### src/rtl/spi_tgt_pkg.sv
package spi_tgt_pkg;

  // Decide whether a detected clock transition is the data-capture edge.
  function automatic logic is_capture(input logic pol, input logic pha,
                                      input logic rise, input logic fall);
    logic lead;
    logic trail;
    lead  = pol ? fall : rise;
    trail = pol ? rise : fall;
    return pha ? trail : lead;
  endfunction

  // Decide whether a detected clock transition is the data-launch edge.
  function automatic logic is_launch(input logic pol, input logic pha,
                                     input logic rise, input logic fall);
    logic lead;
    logic trail;
    lead  = pol ? fall : rise;
    trail = pol ? rise : fall;
    return pha ? lead : trail;
  endfunction

  // Increment that stops at the limit.
  function automatic int sat_inc(input int cur, input int lim);
    return (cur >= lim) ? lim : cur + 1;
  endfunction

endpackage

### src/rtl/spi_tgt_sync.sv
module spi_tgt_sync #(
  parameter int          N       = 3,
  parameter logic [N-1:0] RST_VAL = '0
) (
  input  logic         clk,
  input  logic         rst_n,
  input  logic [N-1:0] d_i,
  output logic [N-1:0] q_o
);
  logic [N-1:0] stage1;
  logic [N-1:0] stage2;

  always_ff @(posedge clk or negedge rst_n) begin
    if (!rst_n) begin
      stage1 <= RST_VAL;
      stage2 <= RST_VAL;
    end else begin
      stage1 <= d_i;
      stage2 <= stage1;
    end
  end

  assign q_o = stage2;
endmodule

### src/rtl/spi_tgt_edges.sv
module spi_tgt_edges
  import spi_tgt_pkg::*;
(
  input  logic clk,
  input  logic rst_n,
  input  logic cpol_i,
  input  logic cpha_i,
  input  logic sck_s,
  input  logic cs_s,
  output logic cs_active,
  output logic frame_begin,
  output logic frame_end,
  output logic capture_ev,
  output logic launch_ev
);
  logic prev_sck;
  logic prev_cs;
  logic rise;
  logic fall;

  always_ff @(posedge clk or negedge rst_n) begin
    if (!rst_n) begin
      prev_sck <= 1'b0;
      prev_cs  <= 1'b1;
    end else begin
      prev_sck <= sck_s;
      prev_cs  <= cs_s;
    end
  end

  assign rise        = sck_s & ~prev_sck;
  assign fall        = ~sck_s & prev_sck;
  assign cs_active   = ~cs_s;
  assign frame_begin = prev_cs & ~cs_s;
  assign frame_end   = ~prev_cs & cs_s;
  assign capture_ev  = cs_active & is_capture(cpol_i, cpha_i, rise, fall);
  assign launch_ev   = cs_active & is_launch(cpol_i, cpha_i, rise, fall);


  begin_single_chk: assert property (@(posedge clk) disable iff (!rst_n)
    frame_begin |=> !frame_begin);

  end_single_chk: assert property (@(posedge clk) disable iff (!rst_n)
    frame_end |=> !frame_end);

  edge_exclusive_chk: assert property (@(posedge clk) disable iff (!rst_n)
    !(capture_ev && launch_ev));
endmodule

### src/rtl/spi_tgt_shifter.sv
module spi_tgt_shifter
  import spi_tgt_pkg::*;
#(
  parameter int W  = 16,
  parameter int CW = $clog2(W + 1)
) (
  input  logic          clk,
  input  logic          rst_n,
  input  logic          frame_begin,
  input  logic          frame_end,
  input  logic          capture_ev,
  input  logic          launch_ev,
  input  logic          mosi_s,
  input  logic [W-1:0]  tx_word_i,
  output logic          out_bit,
  output logic [W-1:0]  rx_word_o,
  output logic [CW-1:0] bit_count_o
);
  logic [W-1:0]  sreg;
  logic [CW-1:0] cnt;

  always_ff @(posedge clk or negedge rst_n) begin
    if (!rst_n) begin
      sreg        <= '0;
      out_bit     <= 1'b0;
      cnt         <= '0;
      rx_word_o   <= '0;
      bit_count_o <= '0;
    end else begin
      if (frame_begin) begin
        sreg    <= tx_word_i;
        out_bit <= tx_word_i[W-1];
        cnt     <= '0;
      end else if (capture_ev) begin
        sreg <= {sreg[W-2:0], mosi_s};
        cnt  <= CW'(sat_inc(int'(cnt), W));
      end else if (launch_ev) begin
        out_bit <= sreg[W-1];
      end
      if (frame_end) begin
        rx_word_o   <= sreg;
        bit_count_o <= cnt;
      end
    end
  end


  count_limit_chk: assert property (@(posedge clk) disable iff (!rst_n)
    bit_count_o <= CW'(W));

  result_hold_chk: assert property (@(posedge clk) disable iff (!rst_n)
    !frame_end |=> $stable(rx_word_o) && $stable(bit_count_o));

  count_reset_chk: assert property (@(posedge clk) disable iff (!rst_n)
    frame_begin |=> cnt == '0);
endmodule

### src/rtl/spi_shift_target.sv
module spi_shift_target #(
  parameter int W  = 16,
  parameter int CW = $clog2(W + 1)
) (
  input  logic          clk,
  input  logic          rst_n,
  input  logic          cpol_i,
  input  logic          cpha_i,
  input  logic          sck_i,
  input  logic          cs_n_i,
  input  logic          mosi_i,
  output logic          miso_o,
  input  logic [W-1:0]  tx_word_i,
  input  logic          ack_i,
  output logic [W-1:0]  rx_word_o,
  output logic [CW-1:0] bit_count_o,
  output logic          start_o,
  output logic          done_o,
  output logic          shift_en_o,
  output logic          overrun_o
);
  localparam logic [2:0] SYNC_RST = 3'b010; // {mosi, cs, sck}

  logic [2:0] raw_vec;
  logic [2:0] syn_vec;
  logic       sck_s, cs_s, mosi_s;
  logic       cs_active, frame_begin, frame_end, capture_ev, launch_ev;
  logic       out_bit;
  logic       pending;

  assign raw_vec = {mosi_i, cs_n_i, sck_i};

  spi_tgt_sync #(.N(3), .RST_VAL(SYNC_RST)) i_sync (
    .clk   (clk),
    .rst_n (rst_n),
    .d_i   (raw_vec),
    .q_o   (syn_vec)
  );

  assign sck_s  = syn_vec[0];
  assign cs_s   = syn_vec[1];
  assign mosi_s = syn_vec[2];

  spi_tgt_edges i_edges (
    .clk         (clk),
    .rst_n       (rst_n),
    .cpol_i      (cpol_i),
    .cpha_i      (cpha_i),
    .sck_s       (sck_s),
    .cs_s        (cs_s),
    .cs_active   (cs_active),
    .frame_begin (frame_begin),
    .frame_end   (frame_end),
    .capture_ev  (capture_ev),
    .launch_ev   (launch_ev)
  );

  spi_tgt_shifter #(.W(W), .CW(CW)) i_shifter (
    .clk         (clk),
    .rst_n       (rst_n),
    .frame_begin (frame_begin),
    .frame_end   (frame_end),
    .capture_ev  (capture_ev),
    .launch_ev   (launch_ev),
    .mosi_s      (mosi_s),
    .tx_word_i   (tx_word_i),
    .out_bit     (out_bit),
    .rx_word_o   (rx_word_o),
    .bit_count_o (bit_count_o)
  );

  // Result bookkeeping toward the consumer.
  always_ff @(posedge clk or negedge rst_n) begin
    if (!rst_n) begin
      pending   <= 1'b0;
      overrun_o <= 1'b0;
    end else begin
      pending   <= frame_end | (pending & ~ack_i);
      overrun_o <= ~ack_i & (overrun_o | (frame_begin & pending));
    end
  end

  assign miso_o     = cs_active & ~cs_n_i & out_bit;
  assign start_o    = frame_begin;
  assign done_o     = frame_end;
  assign shift_en_o = capture_ev;


  idle_quiet_chk: assert property (@(posedge clk) disable iff (!rst_n)
    cs_s |-> !shift_en_o && !start_o && !miso_o);

  ovr_clear_chk: assert property (@(posedge clk) disable iff (!rst_n)
    ack_i |=> !overrun_o);

  ovr_hold_chk: assert property (@(posedge clk) disable iff (!rst_n)
    overrun_o && !ack_i |=> overrun_o);

  ovr_cause_chk: assert property (@(posedge clk) disable iff (!rst_n)
    $rose(overrun_o) |-> $past(start_o));
endmodule

### config.mk
export PLATFORM = sky130hd
export DESIGN_NAME = spi_shift_target
export DESIGN_NICKNAME = d
export VERILOG_FILES = /design/src/rtl/spi_tgt_pkg.sv /design/src/rtl/spi_tgt_sync.sv /design/src/rtl/spi_tgt_edges.sv /design/src/rtl/spi_tgt_shifter.sv /design/src/rtl/spi_shift_target.sv
export SDC_FILE = /design/constraint.sdc
export NUM_CORES = 1
export LEC_CHECK = 0
export BUFFER_PORTS_ARGS = -buffer_cell sky130_fd_sc_hd__buf_2
export CORE_ASPECT_RATIO = 0.9
export CORE_MARGIN = 2
export CORE_UTILIZATION = 45
export DETAILED_ROUTE_END_ITERATION = 6
export GPL_TIMING_DRIVEN = 0
export PLACE_DENSITY = 0.75
export SETUP_SLACK_MARGIN = 0.4
export SYNTH_ARGS = -nofsm -noshare
export SYNTH_HDL_FRONTEND = slang
export SYNTH_HIERARCHICAL = 1
export SYNTH_SLANG_ARGS = --single-unit
### constraint.sdc
create_clock -name clk -period 1.6 [get_ports clk]
set_input_delay 0.24 -clock clk [delete_from_list [all_inputs] [get_ports clk]]
set_output_delay 0.24 -clock clk [all_outputs]
set_load 0.005 [all_outputs]
==> impl_metrics.py, run 1 <==
metrics = {
    "timing": {
        "fin_skew_ps": 3.23,
        "fmax_mhz": 567,
        "layout_worst_path_cycle_share_pct": 110,
        "totalNegativeSetupSlack_ps": -2830,
        "slew_violations": 0,
        "rsz0062_at_grt": "yes",
        "hold_violations": 0,
        "relSlewSlack_pct": 23.7,
        "fin_ws_ps": -165,
        "setup_viol_count_final": 45,
        "min_period_ps": 1770,
        "tightest_slew_ps": 1140,
    },
    "critical_path": {
        "crit_start": "i_sync/q_o[1]$_DFF_PN1_",
        "endpoint": "shift_en_o",
        "cp.depth": 3,
        "crit_type": "reg2out",
        "reg2reg_slack_ps": -150,
        "r2r_start": "i_sync/q_o[1]$_DFF_PN1_",
        "r2r_end": "i_shifter/cnt[3]$_DFFE_PN0P_",
        "crit_fanout": 5,
        "critPathMaxStageDelay_ps": 410,
        "arrival_ps": 1530,
        "ff2ff_path_depth": 5,
        "slowest_stage": "or3b_4",
        "crit_path_cell_trace": "or3b_4, mux2i_4, buf_2",
        "end_kind": "primary output",
        "required_ps": 1360,
        "crit_path_start_kind": "flip-flop",
        "cp_num_buf_inv": 1,
        "crit_family": "simple AND/OR/NAND/NOR gates",
    },
    "place": {
        "gp_congestion": 0.773,
        "dp_hpwl_mm": 2.74,
        "placed_cells": 281,
        "io_buffers": 49,
    },
    "yosys": {
        "ys.flop_type": "dfrtp_1",
        "synth_seq_cells": 53,
        "synth_edf_count": 0,
        "yosysSeqAreaShare_pct": 61.9,
        "synth_area_leaders": "dfrtp_1 (58%), mux2_2 (11%), mux2i_1 (8.9%), dfstp_2 (3.7%), o21ai_1 (3.5%)",
        "avgSynthCellArea_um2": 12.6,
        "synth_top_area_cell": "dfrtp_1",
        "syn_area_mm2": 0.00215,
        "ys_warn_count": 6,
        "netlist_instances": 170,
        "syn_nets": 196,
        "yosysUniqueCellTypes": 26,
        "async_reset_ff_share_pct": 100,
        "synth_top_area_share_pct": 58.2,
    },
    "die": {
        "dieArea_mm2": 0.00534,
        "core_mm2": 0.00452,
        "die_w_um": 76.8,
        "die_h_um": 69.6,
        "row_count": 23,
        "ios": 50,
        "initial_core_util_pct": 47.5,
    },
    "finish": {
        "layout_commonest_cell": "buf_2",
        "register_area_mm2": 0.00133,
        "multi_input_area_um2": 895,
        "layout-area-overhead-vs-synth_pct": 37.5,
        "fillCellCount": 349,
        "stdcell_count": 307,
        "nets": 270,
        "drive_gt1_share_pct": 49.4,
        "layout_common_cells": "buf_2 (52), dfrtp_1 (50), mux2_4 (21)",
        "antenna_cells": 0,
    },
    "drt": {
        "routed_wl_mm": 4.45,
        "drt-pass1-iter-count": 4,
        "routedWlPerCell_um": 14.5,
        "drc": 0,
        "drt_iter0_markers": 98,
        "via_per_inst": 5.07,
        "num_vias": 1555,
        "antenna_left": 0,
    },
    "flow_run": {
        "max-cap-violations": 0,
    },
    "power_and_ir_drop": {
        "power.density_mw_per_mm2": 1070,
        "leakage_uw": 0.00144,
        "vdd_ir_drop_max_uv": 655,
    },
    "grt": {
        "grt_usage_pct": 17.9,
        "antenna_found_initial": 0,
        "grt_max_degree": 54,
        "grt_pass1_vias": 1563,
        "grt_pass1_wl_mm": 7.70,
        "gr-total-overflow": 0,
    },
    "clock_network": {
        "cts_tree": "built",
        "cts_sinks": 53,
        "path_clk_slew_ps": 90,
        "clk_path_buf_depth": 2,
        "h-tree-depth": 2,
        "cts_buffers": 5,
        "insertion_delay_ps": 300,
        "clk_root_buffer_cell": "clkbuf_8",
        "ctsHoldBuffers": 0,
    },
    "run_status": {
        "violations": "setup timing",
        "status": "finished, violations left",
    },
    "hold_path": {
        "hold_class": "in2reg",
    },
}
==> registers in the layout, summed over array words and instances (netlist names) <==
name                   count
pending                    1
i_shifter/rx_word_o       16
i_shifter/out_bit          1
i_shifter/bit_count_o      5
i_sync/q_o                 3
overrun_o                  1
i_shifter/cnt              5
i_sync/stage1              3
i_edges/prev_sck           1
i_edges/prev_cs            1
i_shifter/sreg            16
==> synthesized netlist by cell type (all sizes together), types with 2 or more instances <==
master,number
buf,4
nor2,8
clkbuf,4
o21ai,17
ha,2
inv,6
nand2,17
a21oi,6
mux2,21
dfstp,3
mux2i,19
or3b,2
dfrtp,50
==> what timing repair did <==
action / 4_1_cts / 5_1_grt
cloned: 3 / 0
setup endpoints to repair: 47 / 49
gates resized for setup: 39 / 17
pin swaps: 2 / 4
buffers inserted: 9 / 6
==> power breakdown <==
group | leakage, uW | internal (uW) | switching, uW | total (uW)
Sequential | 0.000658 | 1550 | 153 | 1710
Clock | 0.0000542 | 391 | 405 | 797
Combinational | 0.000727 | 414 | 257 | 671
Total | 0.00144 | 2360 | 815 | 3170
==> cell type report <==
| class | count | area share (%) |
|---|---|---|
| Timing Repair Buffer | 67 | 15.2 |
| Multi-Input combinational cell | 103 | 30.3 |
| Clock buffer | 7 | 3.26 |
| Clock inverter | 1 | 0.169 |
| Inverter | 6 | 0.847 |
| Buffer | 8 | 2.58 |
| Tap cell | 62 | 2.63 |
| Sequential cell | 53 | 45.0 |
==> layer usage <==
metal / up-vias / track usage [%] / routed length [um]
met1: 787 / 25.4 / 2110
met2: 31 / 27.7 / 2120
li1: 732 / - / -
met5: - / 0 / 0
met3: 5 / 2.99 / 163
met4: 0 / 6.67 / 48
==> stage by stage <==
stage	hold slack, ps	power [uW]	setup slack [ps]	cell area (um2)	util, %
detailed placement	338	2240	-197	2520	55.8
global route	28.1	3350	-226	2950	65.4
floorplan	-55.6	1990	-30.3	2200	-
CTS	33.4	3170	-144	2850	63.1
finish	41.0	3170	-165	2950	65.4
global placement	333	2230	-178	2520	55.8
==> worst min path at each step <==
stage,start,to,slack [ps],cells after the start
floorplan,rst_n,i_edges/prev_sck$_DFF_PN0_,-60,0
detailed placement,i_sync/stage1[0]$_DFF_PN0_,i_sync/q_o[0]$_DFF_PN0_,340,0
global placement,i_sync/stage1[2]$_DFF_PN0_,i_sync/q_o[2]$_DFF_PN0_,330,0
CTS,mosi_i,i_sync/stage1[2]$_DFF_PN0_,30,1
finish,mosi_i,i_sync/stage1[2]$_DFF_PN0_,40,1
global route,cs_n_i,i_sync/stage1[1]$_DFF_PN1_,30,1
==> logic make-up (layout without fill, tap and decap cells) <==
kind of cell | Yosys count | after routing | share of synthesized area [%]
DFF | 53 | 53 | 61.9
AOI/OAI and AO/OA | 27 | 27 | 6.81
adders and majority gates | 2 | 2 | 1.16
and+or+nand+nor | 33 | 33 | 7.16
buffers and inverters | 14 | 89 | 2.68
xor gates and xnor gates | 1 | 1 | 0.408
muxes | 40 | 40 | 19.9
No activity file was read; power rests on OpenSTA's default activity.
==> run 2: changes to the inputs <==
==> constraint.sdc (replaced) <==
create_clock -name clk -period 1.6 [get_ports clk]
set_input_delay 0.16 -clock clk [delete_from_list [all_inputs] [get_ports clk]]
set_output_delay 0.16 -clock clk [all_outputs]
set_load 0.005 [all_outputs]
==> impl_metrics.py, run 2 (synthesized netlist as in run 1, its figures left out) <==
metrics = {
    "die": {
        "row_count": 23,
        "dieArea_mm2": 0.00534,
        "die_w_um": 76.8,
        "initial_core_util_pct": 47.5,
        "die_h_um": 69.6,
        "core_mm2": 0.00452,
        "ios": 50,
    },
    "place": {
        "gp_congestion": 0.773,
        "dp_hpwl_mm": 2.74,
        "dp_slack_ps": -140,
        "io_buffers": 49,
    },
    "clock_network": {
        "cts_buffers": 5,
        "h-tree-depth": 2,
        "clk_path_buf_depth": 2,
        "clk_root_buffer_cell": "clkbuf_8",
        "insertion_delay_ps": 300,
        "cts_sinks": 53,
        "path_clk_slew_ps": 90,
        "cts_tree": "built",
    },
    "timing": {
        "min_period_ps": 1770,
        "setup_viol_count_final": 22,
        "relSlewSlack_pct": 25.0,
        "hold_violations": 0,
        "fin_ws_ps": -174,
        "slew_violations": 0,
        "fmax_mhz": 564,
        "layout_worst_path_cycle_share_pct": 111,
        "tightest_slew_ps": 1130,
        "fin_skew_ps": 4.60,
        "totalNegativeSetupSlack_ps": -2110,
        "rsz0062_at_grt": "yes",
    },
    "drt": {
        "routedWlPerCell_um": 14.7,
        "drt-pass1-iter-count": 4,
        "drt_iter0_markers": 171,
        "routed_wl_mm": 4.51,
        "drc": 0,
        "antenna_left": 0,
        "num_vias": 1554,
        "via_per_inst": 5.08,
    },
    "critical_path": {
        "crit_path_cell_trace": "or3b_4, mux2i_4, inv_2, or4_4, a21oi_2",
        "crit_path_start_kind": "flip-flop",
        "reg2reg_slack_ps": -170,
        "end_kind": "flip-flop",
        "arrival_ps": 2010,
        "critPathMaxStageDelay_ps": 420,
        "required_ps": 1830,
        "crit_start": "i_sync/q_o[1]$_DFF_PN1_",
        "crit_fanout": 6,
        "crit_type": "reg2reg",
        "slowest_stage": "or4_4",
        "r2r_start": "i_sync/q_o[1]$_DFF_PN1_",
        "ff2ff_path_depth": 5,
        "r2r_end": "i_shifter/cnt[3]$_DFFE_PN0P_",
    },
    "finish": {
        "layout_commonest_cell": "dfrtp_1",
        "multi_input_area_um2": 883,
        "antenna_cells": 0,
        "layout-area-overhead-vs-synth_pct": 35.6,
        "register_area_mm2": 0.00133,
        "fillCellCount": 354,
        "drive_gt1_share_pct": 47.5,
        "nets": 269,
        "top_regs": "i_shifter/rx_word_o x16, i_shifter/sreg x16",
        "layout_common_cells": "dfrtp_1 (50), buf_2 (49), mux2_4 (20)",
    },
    "hold_path": {
        "hold_class": "in2reg",
        "min_path_cells": 2,
        "min_to": "overrun_o$_DFF_PN0_",
        "hp-start": "ack_i",
    },
    "grt": {
        "grt_max_degree": 54,
        "gr-total-overflow": 0,
        "grt_usage_pct": 17.5,
        "grt_pass1_vias": 1529,
        "grt_pass1_wl_mm": 7.51,
        "antenna_found_initial": 0,
    },
    "power_and_ir_drop": {
        "finalPower_uw": 3160,
        "power.density_mw_per_mm2": 1080,
        "leakage_uw": 0.00142,
        "vdd_ir_drop_max_uv": 641,
    },
    "run_status": {
        "violations": "setup timing",
        "status": "finished, violations left",
    },
    "flow_run": {
        "max-cap-violations": 0,
    },
}
run 2: cell type report:
class	count	area share, %
Sequential cell	53	45.7
Multi-Input combinational cell	103	30.3
Timing Repair Buffer	66	14.3
Clock buffer	7	3.31
Buffer	8	2.66
Tap cell	62	2.66
Inverter	6	0.859
Clock inverter	1	0.172
run 2: worst max-delay path by stage:
stage | to | slack, ps
finish | i_shifter/cnt[3]$_DFFE_PN0P_ | -170
global route | i_shifter/cnt[3]$_DFFE_PN0P_ | -250
CTS | i_shifter/cnt[3]$_DFFE_PN0P_ | -100
detailed placement | i_shifter/sreg[12]$_DFFE_PN0P_ | -140
global placement | i_shifter/sreg[7]$_DFFE_PN0P_ | -110
floorplan | i_shifter/cnt[3]$_DFFE_PN0P_ | -30
run 2: critical path: cells and delay by family (launching register included):
family | cells | cell delay, ps
simple gates | 2 | 830
flops | 1 | 390
mux | 1 | 290
compound gates | 1 | 120
buf+inv | 1 | 80
run 2: power breakdown:
part / internal, uW / total, uW / switching (uW)
clock: 391 / 796 / 405
sequential: 1550 / 1710 / 151
combinational: 402 / 658 / 256
total: 2350 / 3160 / 812
run 2: through the flow:
stage / hold WS, ps / instances / area [um2] / utilization, %
CTS: 15.5 / 303 / 2800 / 62.0
global route: 17.4 / 306 / 2910 / 64.5
global placement: 269 / 281 / 2520 / 55.8
detailed placement: 271 / 281 / 2520 / 55.8
finish: 23.7 / 306 / 2910 / 64.5
floorplan: -136 / 170 / 2200 / -
run 2: routing by layer:
metal	global-route usage (%)	wire length, um
met5	0	0
met3	2.99	166
met1	24.5	2080
met4	6.67	48
met2	27.6	2210
run 2: repair_timing:
action,CTS,global route
hold endpoints to repair,3,0
cloned,2,0
gates resized for setup,24,25
buffers inserted,9,3
endpoints found under the setup margin,47,49
pin swaps,3,3
hold buffers,3,0
